$ cat src/rtl/shmic_pkg.sv
`timescale 1ns/1ps
package shmic_pkg;

    localparam int ADDR_W = 8;
    localparam int DATA_W = 32;

    localparam logic [ADDR_W-1:0] OFS_EN_LO   = 8'h04;
    localparam logic [ADDR_W-1:0] OFS_LVL_LO  = 8'h08;
    localparam logic [ADDR_W-1:0] OFS_EN_HI   = 8'h50;
    localparam logic [ADDR_W-1:0] OFS_LVL_HI  = 8'h54;

    typedef enum logic [2:0] {
        SEL_NONE,
        SEL_EN_LO,
        SEL_EN_HI,
        SEL_LVL_LO,
        SEL_LVL_HI
    } reg_sel_t;

    typedef enum logic {
        PORT_IDLE,
        PORT_RESP
    } port_state_t;

    function automatic reg_sel_t decode_addr(input logic [ADDR_W-1:0] a);
        case (a)
            OFS_EN_LO:  return SEL_EN_LO;
            OFS_EN_HI:  return SEL_EN_HI;
            OFS_LVL_LO: return SEL_LVL_LO;
            OFS_LVL_HI: return SEL_LVL_HI;
            default:    return SEL_NONE;
        endcase
    endfunction

endpackage

$ cat src/rtl/shmic_port.sv
`timescale 1ns/1ps
module shmic_port
    import shmic_pkg::*;
#(
    parameter int NUM_SRC = 40,
    localparam int HI_W = NUM_SRC - 32
) (
    input  logic               clk,
    input  logic               rst_n,
    input  logic               req_valid,
    input  logic               req_write,
    input  logic [ADDR_W-1:0]  req_addr,
    input  logic [NUM_SRC-1:0] en_q,
    input  logic [NUM_SRC-1:0] lvl,
    output logic               we_lo,
    output logic               we_hi,
    output logic               rsp_valid,
    output logic [DATA_W-1:0]  rsp_rdata
);

    port_state_t state_q, state_d;
    reg_sel_t    sel;
    logic [DATA_W-1:0] rd_word;
    logic [DATA_W-1:0] rdata_q;

    assign sel = decode_addr(req_addr);

    // next-state logic: ACCEPT, CHAIN, DRAIN
    always_comb begin
        state_d = state_q;
        unique case (state_q)
            PORT_IDLE: if (req_valid)  state_d = PORT_RESP;
            PORT_RESP: if (!req_valid) state_d = PORT_IDLE;
            default:   state_d = PORT_IDLE;
        endcase
    end

    // state register
    always_ff @(posedge clk or negedge rst_n) begin
        if (!rst_n) state_q <= PORT_IDLE;
        else        state_q <= state_d;
    end

    // read word selection
    always_comb begin
        rd_word = '0;
        unique case (sel)
            SEL_EN_LO:  rd_word = en_q[31:0];
            SEL_EN_HI:  rd_word = {{(DATA_W-HI_W){1'b0}}, en_q[NUM_SRC-1:32]};
            SEL_LVL_LO: rd_word = lvl[31:0];
            SEL_LVL_HI: rd_word = {{(DATA_W-HI_W){1'b0}}, lvl[NUM_SRC-1:32]};
            SEL_NONE:   rd_word = '0;
            default:    rd_word = '0;
        endcase
    end

    always_ff @(posedge clk or negedge rst_n) begin
        if (!rst_n) rdata_q <= '0;
        else        rdata_q <= (req_valid && !req_write) ? rd_word : '0;
    end

    // outputs
    always_comb begin
        rsp_valid = (state_q == PORT_RESP);
        rsp_rdata = rdata_q;
        we_lo     = req_valid && req_write && (sel == SEL_EN_LO);
        we_hi     = req_valid && req_write && (sel == SEL_EN_HI);
    end

endmodule

$ cat src/rtl/shmic_enable.sv
`timescale 1ns/1ps
module shmic_enable
    import shmic_pkg::*;
#(
    parameter int NUM_SRC = 40,
    localparam int HI_W = NUM_SRC - 32
) (
    input  logic               clk,
    input  logic               rst_n,
    input  logic               we_lo,
    input  logic               we_hi,
    input  logic [DATA_W-1:0]  wdata,
    input  logic [DATA_W-1:0]  bmask,
    output logic [NUM_SRC-1:0] en_q
);

    logic [31:0]   lo_d;
    logic [HI_W-1:0] hi_d;

    always_comb begin
        lo_d = (en_q[31:0] & ~bmask) | (wdata & bmask);
        hi_d = (en_q[NUM_SRC-1:32] & ~bmask[HI_W-1:0]) | (wdata[HI_W-1:0] & bmask[HI_W-1:0]);
    end

    always_ff @(posedge clk or negedge rst_n) begin
        if (!rst_n) begin
            en_q <= '0;
        end else begin
            if (we_lo) en_q[31:0]         <= lo_d;
            if (we_hi) en_q[NUM_SRC-1:32] <= hi_d;
        end
    end

endmodule

$ cat src/rtl/shmic_route.sv
`timescale 1ns/1ps
module shmic_route #(
    parameter int                   NUM_SRC   = 40,
    parameter logic [NUM_SRC-1:0]   SHADOW_SET = '0,
    parameter logic [NUM_SRC-1:0]   PERCPU_SET = '0,
    parameter logic [NUM_SRC*8-1:0] SHADOW_OF  = '0,
    parameter logic [NUM_SRC-1:0]   ROUTE1     = '0
) (
    input  logic [NUM_SRC-1:0] lines,
    input  logic [NUM_SRC-1:0] en_q,
    output logic [NUM_SRC-1:0] lvl,
    output logic [NUM_SRC-1:0] act0,
    output logic [NUM_SRC-1:0] act1
);

    // shadow numbers are masking slots only: their lines are dropped here
    assign lvl = lines & ~SHADOW_SET;

    for (genvar i = 0; i < NUM_SRC; i++) begin : g_src
        localparam int SI = int'(SHADOW_OF[i*8 +: 8]);
        if (SHADOW_SET[i]) begin : g_shadow
            assign act0[i] = 1'b0;
            assign act1[i] = 1'b0;
        end else if (PERCPU_SET[i]) begin : g_percpu
            assign act0[i] = lvl[i] & en_q[i];
            assign act1[i] = lvl[i] & en_q[SI];
        end else if (ROUTE1[i]) begin : g_ctx1
            assign act0[i] = 1'b0;
            assign act1[i] = lvl[i] & en_q[i];
        end else begin : g_ctx0
            assign act0[i] = lvl[i] & en_q[i];
            assign act1[i] = 1'b0;
        end
    end

endmodule

$ cat src/rtl/shmic_vec.sv
`timescale 1ns/1ps
module shmic_vec #(
    parameter int NUM_SRC = 40,
    localparam int VEC_W = $clog2(NUM_SRC + 1)
) (
    input  logic               clk,
    input  logic               rst_n,
    input  logic [NUM_SRC-1:0] act,
    output logic               irq_q,
    output logic [VEC_W-1:0]   vec_q
);

    logic [VEC_W-1:0] best;

    // ascending scan: the last hit is the highest-numbered source
    always_comb begin
        best = '0;
        for (int i = 0; i < NUM_SRC; i++) begin
            if (act[i]) best = VEC_W'(i + 1);
        end
    end

    always_ff @(posedge clk or negedge rst_n) begin
        if (!rst_n) begin
            irq_q <= 1'b0;
            vec_q <= '0;
        end else begin
            irq_q <= |act;
            vec_q <= best;
        end
    end

endmodule

$ cat src/rtl/shmic_top.sv
`timescale 1ns/1ps
module shmic_top
    import shmic_pkg::*;
#(
    parameter int             NUM_SRC   = 40,
    parameter int             NUM_PAIRS = 2,
    parameter int             PAIR_TGT [NUM_PAIRS] = '{30, 35},
    parameter int             PAIR_SHD [NUM_PAIRS] = '{29, 12},
    parameter logic [NUM_SRC-1:0] ROUTE1 = 40'h40_0F00_0000,
    localparam int            VEC_W = $clog2(NUM_SRC + 1)
) (
    input  logic               clk,
    input  logic               rst_n,
    input  logic [NUM_SRC-1:0] src_lines,
    input  logic               req_valid,
    input  logic               req_write,
    input  logic [ADDR_W-1:0]  req_addr,
    input  logic [DATA_W-1:0]  req_wdata,
    input  logic [DATA_W-1:0]  req_bmask,
    output logic               rsp_valid,
    output logic [DATA_W-1:0]  rsp_rdata,
    output logic               ctx0_irq,
    output logic [VEC_W-1:0]   ctx0_vec,
    output logic               ctx1_irq,
    output logic [VEC_W-1:0]   ctx1_vec
);

    function automatic logic [NUM_SRC-1:0] f_shadow_set();
        logic [NUM_SRC-1:0] s;
        s = '0;
        for (int p = 0; p < NUM_PAIRS; p++) s[PAIR_SHD[p]] = 1'b1;
        return s;
    endfunction

    function automatic logic [NUM_SRC-1:0] f_percpu_set();
        logic [NUM_SRC-1:0] s;
        s = '0;
        for (int p = 0; p < NUM_PAIRS; p++) s[PAIR_TGT[p]] = 1'b1;
        return s;
    endfunction

    function automatic logic [NUM_SRC*8-1:0] f_shadow_of();
        logic [NUM_SRC*8-1:0] m;
        for (int i = 0; i < NUM_SRC; i++) m[i*8 +: 8] = 8'(i);
        for (int p = 0; p < NUM_PAIRS; p++) m[PAIR_TGT[p]*8 +: 8] = 8'(PAIR_SHD[p]);
        return m;
    endfunction

    localparam logic [NUM_SRC-1:0]   SHADOW_SET = f_shadow_set();
    localparam logic [NUM_SRC-1:0]   PERCPU_SET = f_percpu_set();
    localparam logic [NUM_SRC*8-1:0] SHADOW_OF  = f_shadow_of();
    localparam int                   NUM_CTX    = 2;

    logic [NUM_SRC-1:0] en_q;
    logic [NUM_SRC-1:0] lvl;
    logic               we_lo, we_hi;
    logic [NUM_CTX-1:0][NUM_SRC-1:0] act;
    logic [NUM_CTX-1:0]              irq_c;
    logic [NUM_CTX-1:0][VEC_W-1:0]   vec_c;

    shmic_port #(.NUM_SRC(NUM_SRC)) u_port (
        .clk       (clk),
        .rst_n     (rst_n),
        .req_valid (req_valid),
        .req_write (req_write),
        .req_addr  (req_addr),
        .en_q      (en_q),
        .lvl       (lvl),
        .we_lo     (we_lo),
        .we_hi     (we_hi),
        .rsp_valid (rsp_valid),
        .rsp_rdata (rsp_rdata)
    );

    shmic_enable #(.NUM_SRC(NUM_SRC)) u_enable (
        .clk   (clk),
        .rst_n (rst_n),
        .we_lo (we_lo),
        .we_hi (we_hi),
        .wdata (req_wdata),
        .bmask (req_bmask),
        .en_q  (en_q)
    );

    shmic_route #(
        .NUM_SRC    (NUM_SRC),
        .SHADOW_SET (SHADOW_SET),
        .PERCPU_SET (PERCPU_SET),
        .SHADOW_OF  (SHADOW_OF),
        .ROUTE1     (ROUTE1)
    ) u_route (
        .lines (src_lines),
        .en_q  (en_q),
        .lvl   (lvl),
        .act0  (act[0]),
        .act1  (act[1])
    );

    for (genvar c = 0; c < NUM_CTX; c++) begin : g_ctx
        shmic_vec #(.NUM_SRC(NUM_SRC)) u_vec (
            .clk   (clk),
            .rst_n (rst_n),
            .act   (act[c]),
            .irq_q (irq_c[c]),
            .vec_q (vec_c[c])
        );
    end

    assign ctx0_irq = irq_c[0];
    assign ctx0_vec = vec_c[0];
    assign ctx1_irq = irq_c[1];
    assign ctx1_vec = vec_c[1];

endmodule

$ cat config.mk
export PLATFORM = sky130hd
export DESIGN_NAME = shmic_top
export DESIGN_NICKNAME = d
export VERILOG_FILES = /design/src/rtl/shmic_pkg.sv /design/src/rtl/shmic_port.sv /design/src/rtl/shmic_enable.sv /design/src/rtl/shmic_route.sv /design/src/rtl/shmic_vec.sv /design/src/rtl/shmic_top.sv
export SDC_FILE = /design/constraint.sdc
export NUM_CORES = 1
export LEC_CHECK = 0
export ABC_AREA = 0
export ABC_CLOCK_PERIOD_IN_PS = 1600
export BUFFER_PORTS_ARGS = -buffer_cell sky130_fd_sc_hd__clkbuf_2
export CAP_MARGIN = 25
export CELL_PAD_IN_SITES_DETAIL_PLACEMENT = 1
export CELL_PAD_IN_SITES_GLOBAL_PLACEMENT = 2
export CORE_ASPECT_RATIO = 1.1
export CORE_MARGIN = 5
export CORE_UTILIZATION = 29
export CTS_CLUSTER_DIAMETER = 60
export DETAILED_ROUTE_END_ITERATION = 8
export PLACE_DENSITY = 0.9
export SYNTH_ARGS = -nofsm -noshare
export SYNTH_HDL_FRONTEND = slang
export SYNTH_SLANG_ARGS = --single-unit
export TNS_END_PERCENT = 5
$ cat constraint.sdc
create_clock -name clk -period 1.6 [get_ports clk]
set_input_delay 0.16 -clock clk [delete_from_list [all_inputs] [get_ports clk]]
set_output_delay 0.16 -clock clk [all_outputs]
set_load 0.01 [all_outputs]
==> flow_summary_export.csv <==
group,metric,value,unit
status,status,"completed",
critical_path,crit_family,"compound AO/OA/AOI/OAI gates",
sta,setup_violations,0,
pwr,irDropWorstVdd,0.426,mV
critical_path,path_cells,"a22oi_1 -> o21ai_0 -> a222oi_1 -> a21oi_1 -> o41ai_1",
cts,htreeDepth,3,
sta,period_minus_slack,1.52,ns
sta,skew,0.00820,ns
global_routing,grt_pass1_wl,22.4,mm
global_routing,overflow,0,
layout,area_growth,39.9,%
cts,clk_latency,0.35,ns
cts,clock-root-buffer,"clkbuf_16",
cts,cts_buffers,9,
pwr,power_switching,1180,uW
critical_path,rrSetupSlack,0.08,ns
sta,finalSetupTns,0,ns
placed_design,dp_hpwl,11.7,mm
placed_design,place.gp.congestion,0.854,
sta,finalMaxSlewViolations,0,
route,vias,3847,
global_routing,antenna_found_initial,0,
cts,cts_buffer_depth,2,
synthesis,synthCells,389,
job,max_cap_violations,0,
synthesis,ys_seq_area_frac,0.518,
critical_path,cp_num_buf_inv,0,
synthesis,avgSynthCellArea,10.7,um2
critical_path,max_stage_delay,0.39,ns
route,ant_nets,0,
layout,nets,707,
placed_design,place_inst,770,
synthesis,yosys_warnings,0,
route,drc,0,
pwr,p_sw_frac,0.252,
layout,layout_commonest_cell,"clkbuf_2",
pwr,leakagePower,0.00301,uW
cts,cts_tree,"yes",
critical_path,cp-start-kind,"flip-flop",
global_routing,grt_max_degree,43,
cts,cts.sinks,86,
critical_path,crit_type,"reg2reg",
sta,fin_crit_sh,0.948,
global_routing,grt_util_all_layers,0.174,
route,drtIter0Drc,196,
critical_path,worstSetupEndpointType,"flip-flop",
layout,final_cell_mix,"159 x clkbuf_2, 86 x dfrtp_1, 72 x nand2_1, 45 x buf_4, 43 x nor2_1",
pwr,combinationalPowerShare,0.099,
synthesis,syn_nets,505,
sta,finalHoldViolCount,0,
worst_hold_path,hold_path_class,"in2reg",
synthesis,syn-cell-area,4160,um2
die,fp.dieArea,16800,um2
critical_path,required,1.84,ns
die,core_area,14300,um2
layout,diodes,0,
pwr,pwr_density_cell,805,nW/um2
route,via_per_inst,4.88,
critical_path,cp.arrival,1.75,ns
layout,stdcell_count,788,
pwr,clock_power_share,0.424,
synthesis,ys_seq_elements,86,
route,dr.pass1.iters,4,
route,routedWlPerCell,18.1,um
pwr,p_int,3510,uW
die,die_w,124,um
die,die_h,136,um
placed_design,port_buffers,160,
layout,drive_gt1_frac,0.458,
sta,max_freq,0.660,GHz
sta,maxSlewHeadroom,0.708,
layout,utilization,0.407,
global_routing,grt_pass1_vias,4277,
pwr,p_seq_frac,0.478,
cts,clkTransAtPathRegs,0.07,ns
sta,worstMarginPinSlew,0.439,ns
die,start_util,0.291,
sta,grt_setup_unrepaired,"true",
die,row_count,46,
synthesis,ys_types,33,
route,drt_wl_total,14.2,mm
critical_path,worstPathMaxFanout,2,
critical_path,slowest_stage,"dfrtp_1",
worst_hold_path,hold_start,"req_wdata[27]",
die,io-pin-count,163,
-- routing by layer --
metal  global-route usage  part of all wire
met1                0.202              0.41
met2                0.303              0.50
met3               0.0585             0.074
met4               0.0493             0.016
met5                    0                 0
-- timing repair --
action                     CTS  global route
setup buffers                0             0
setup endpoints to repair    0             4
hold endpoints to repair    31             0
resized for setup            0             6
hold buffers                 2             0
-- worst register-to-register path, stage by stage, from the launching register on --
cell,delay (ns)
dfrtp_1,0.39
a22oi_1,0.24
o21ai_0,0.15
a222oi_1,0.26
a21oi_1,0.07
o41ai_1,0.30
-- cell families after synthesis --
logic type             share of synthesized area
AO/OA/AOI/OAI                              0.167
buffers and inverters                     0.0289
flip-flops                                 0.518
multiplexers                               0.135
AND/OR/NAND/NOR                            0.151
-- synthesized netlist by cell type --
cell type	n	area share
o41ai_1	1	0.0021
nand2_2	4	0.0060
nor4_4	1	0.0051
and3_1	8	0.012
nand2_1	72	0.065
clkbuf_1	9	0.0081
a221oi_1	9	0.019
nor3_1	1	0.0012
a32o_1	2	0.0048
buf_6	3	0.0081
a32oi_1	4	0.0084
mux2_2	10	0.027
a31oi_1	2	0.0030
nand4_1	3	0.0045
a22o_1	4	0.0084
inv_1	4	0.0036
buf_4	3	0.0054
a22oi_1	44	0.079
nand3_1	6	0.0072
a211oi_1	1	0.0018
dfrtp_1	86	0.52
o2111ai_1	1	0.0021
nor2b_1	3	0.0045
mux2_4	30	0.11
and2_1	3	0.0045
a311o_1	2	0.0048
nor4b_1	1	0.0021
buf_2	3	0.0036
a21boi_0	1	0.0018
o21ai_0	10	0.012
a21oi_1	14	0.017
a222oi_1	1	0.0024
nor2_1	43	0.039
-- worst paths after layout --
path                                           end  cells past startpoint
max in group asynchronous     u_port.rsp_rdata[26]                      3
min                                      flip-flop                      2
max                        g_ctx[0].u_vec.vec_q[1]                      5
min reg2reg                              flip-flop                      1
min in group asynchronous     u_port.rsp_rdata[17]                      2
max reg2reg                g_ctx[0].u_vec.vec_q[1]                      5
-- power by group through the flow --
stage / combinational, uW / sequential [uW] / clock [uW]
after floorplan: 105 / 2290 / 0
after global placement: 445 / 2280 / 0
after detailed placement: 461 / 2280 / 0
after CTS: 466 / 2240 / 2040
after global routing: 512 / 2240 / 2140
final: 463 / 2240 / 1980
-- stage by stage --
step	instance area (um2)	worst slack, ns	total power (uW)	hold slack (ns)
2_1_floorplan	4160	-0.0542	2390	-0.136
3_3_place_gp	5490	-0.113	2720	0.123
3_5_place_dp	5490	-0.172	2740	0.136
4_1_cts	5790	0.00703	4750	0.0290
5_1_grt	5820	-0.0570	4890	0.0237
6_report	5820	0.0838	4680	0.0403
-- layout make-up --
cell class	instances	area (um2)
fillers	1705	8460
inverters	4	15.0
clock inverters	7	56.3
flip-flops and latches	86	2150
clock buffers	9	225
well taps	192	240
repair buffers	209	1210
multi-input cells	281	1910
Power figures use the tool's default switching activity.
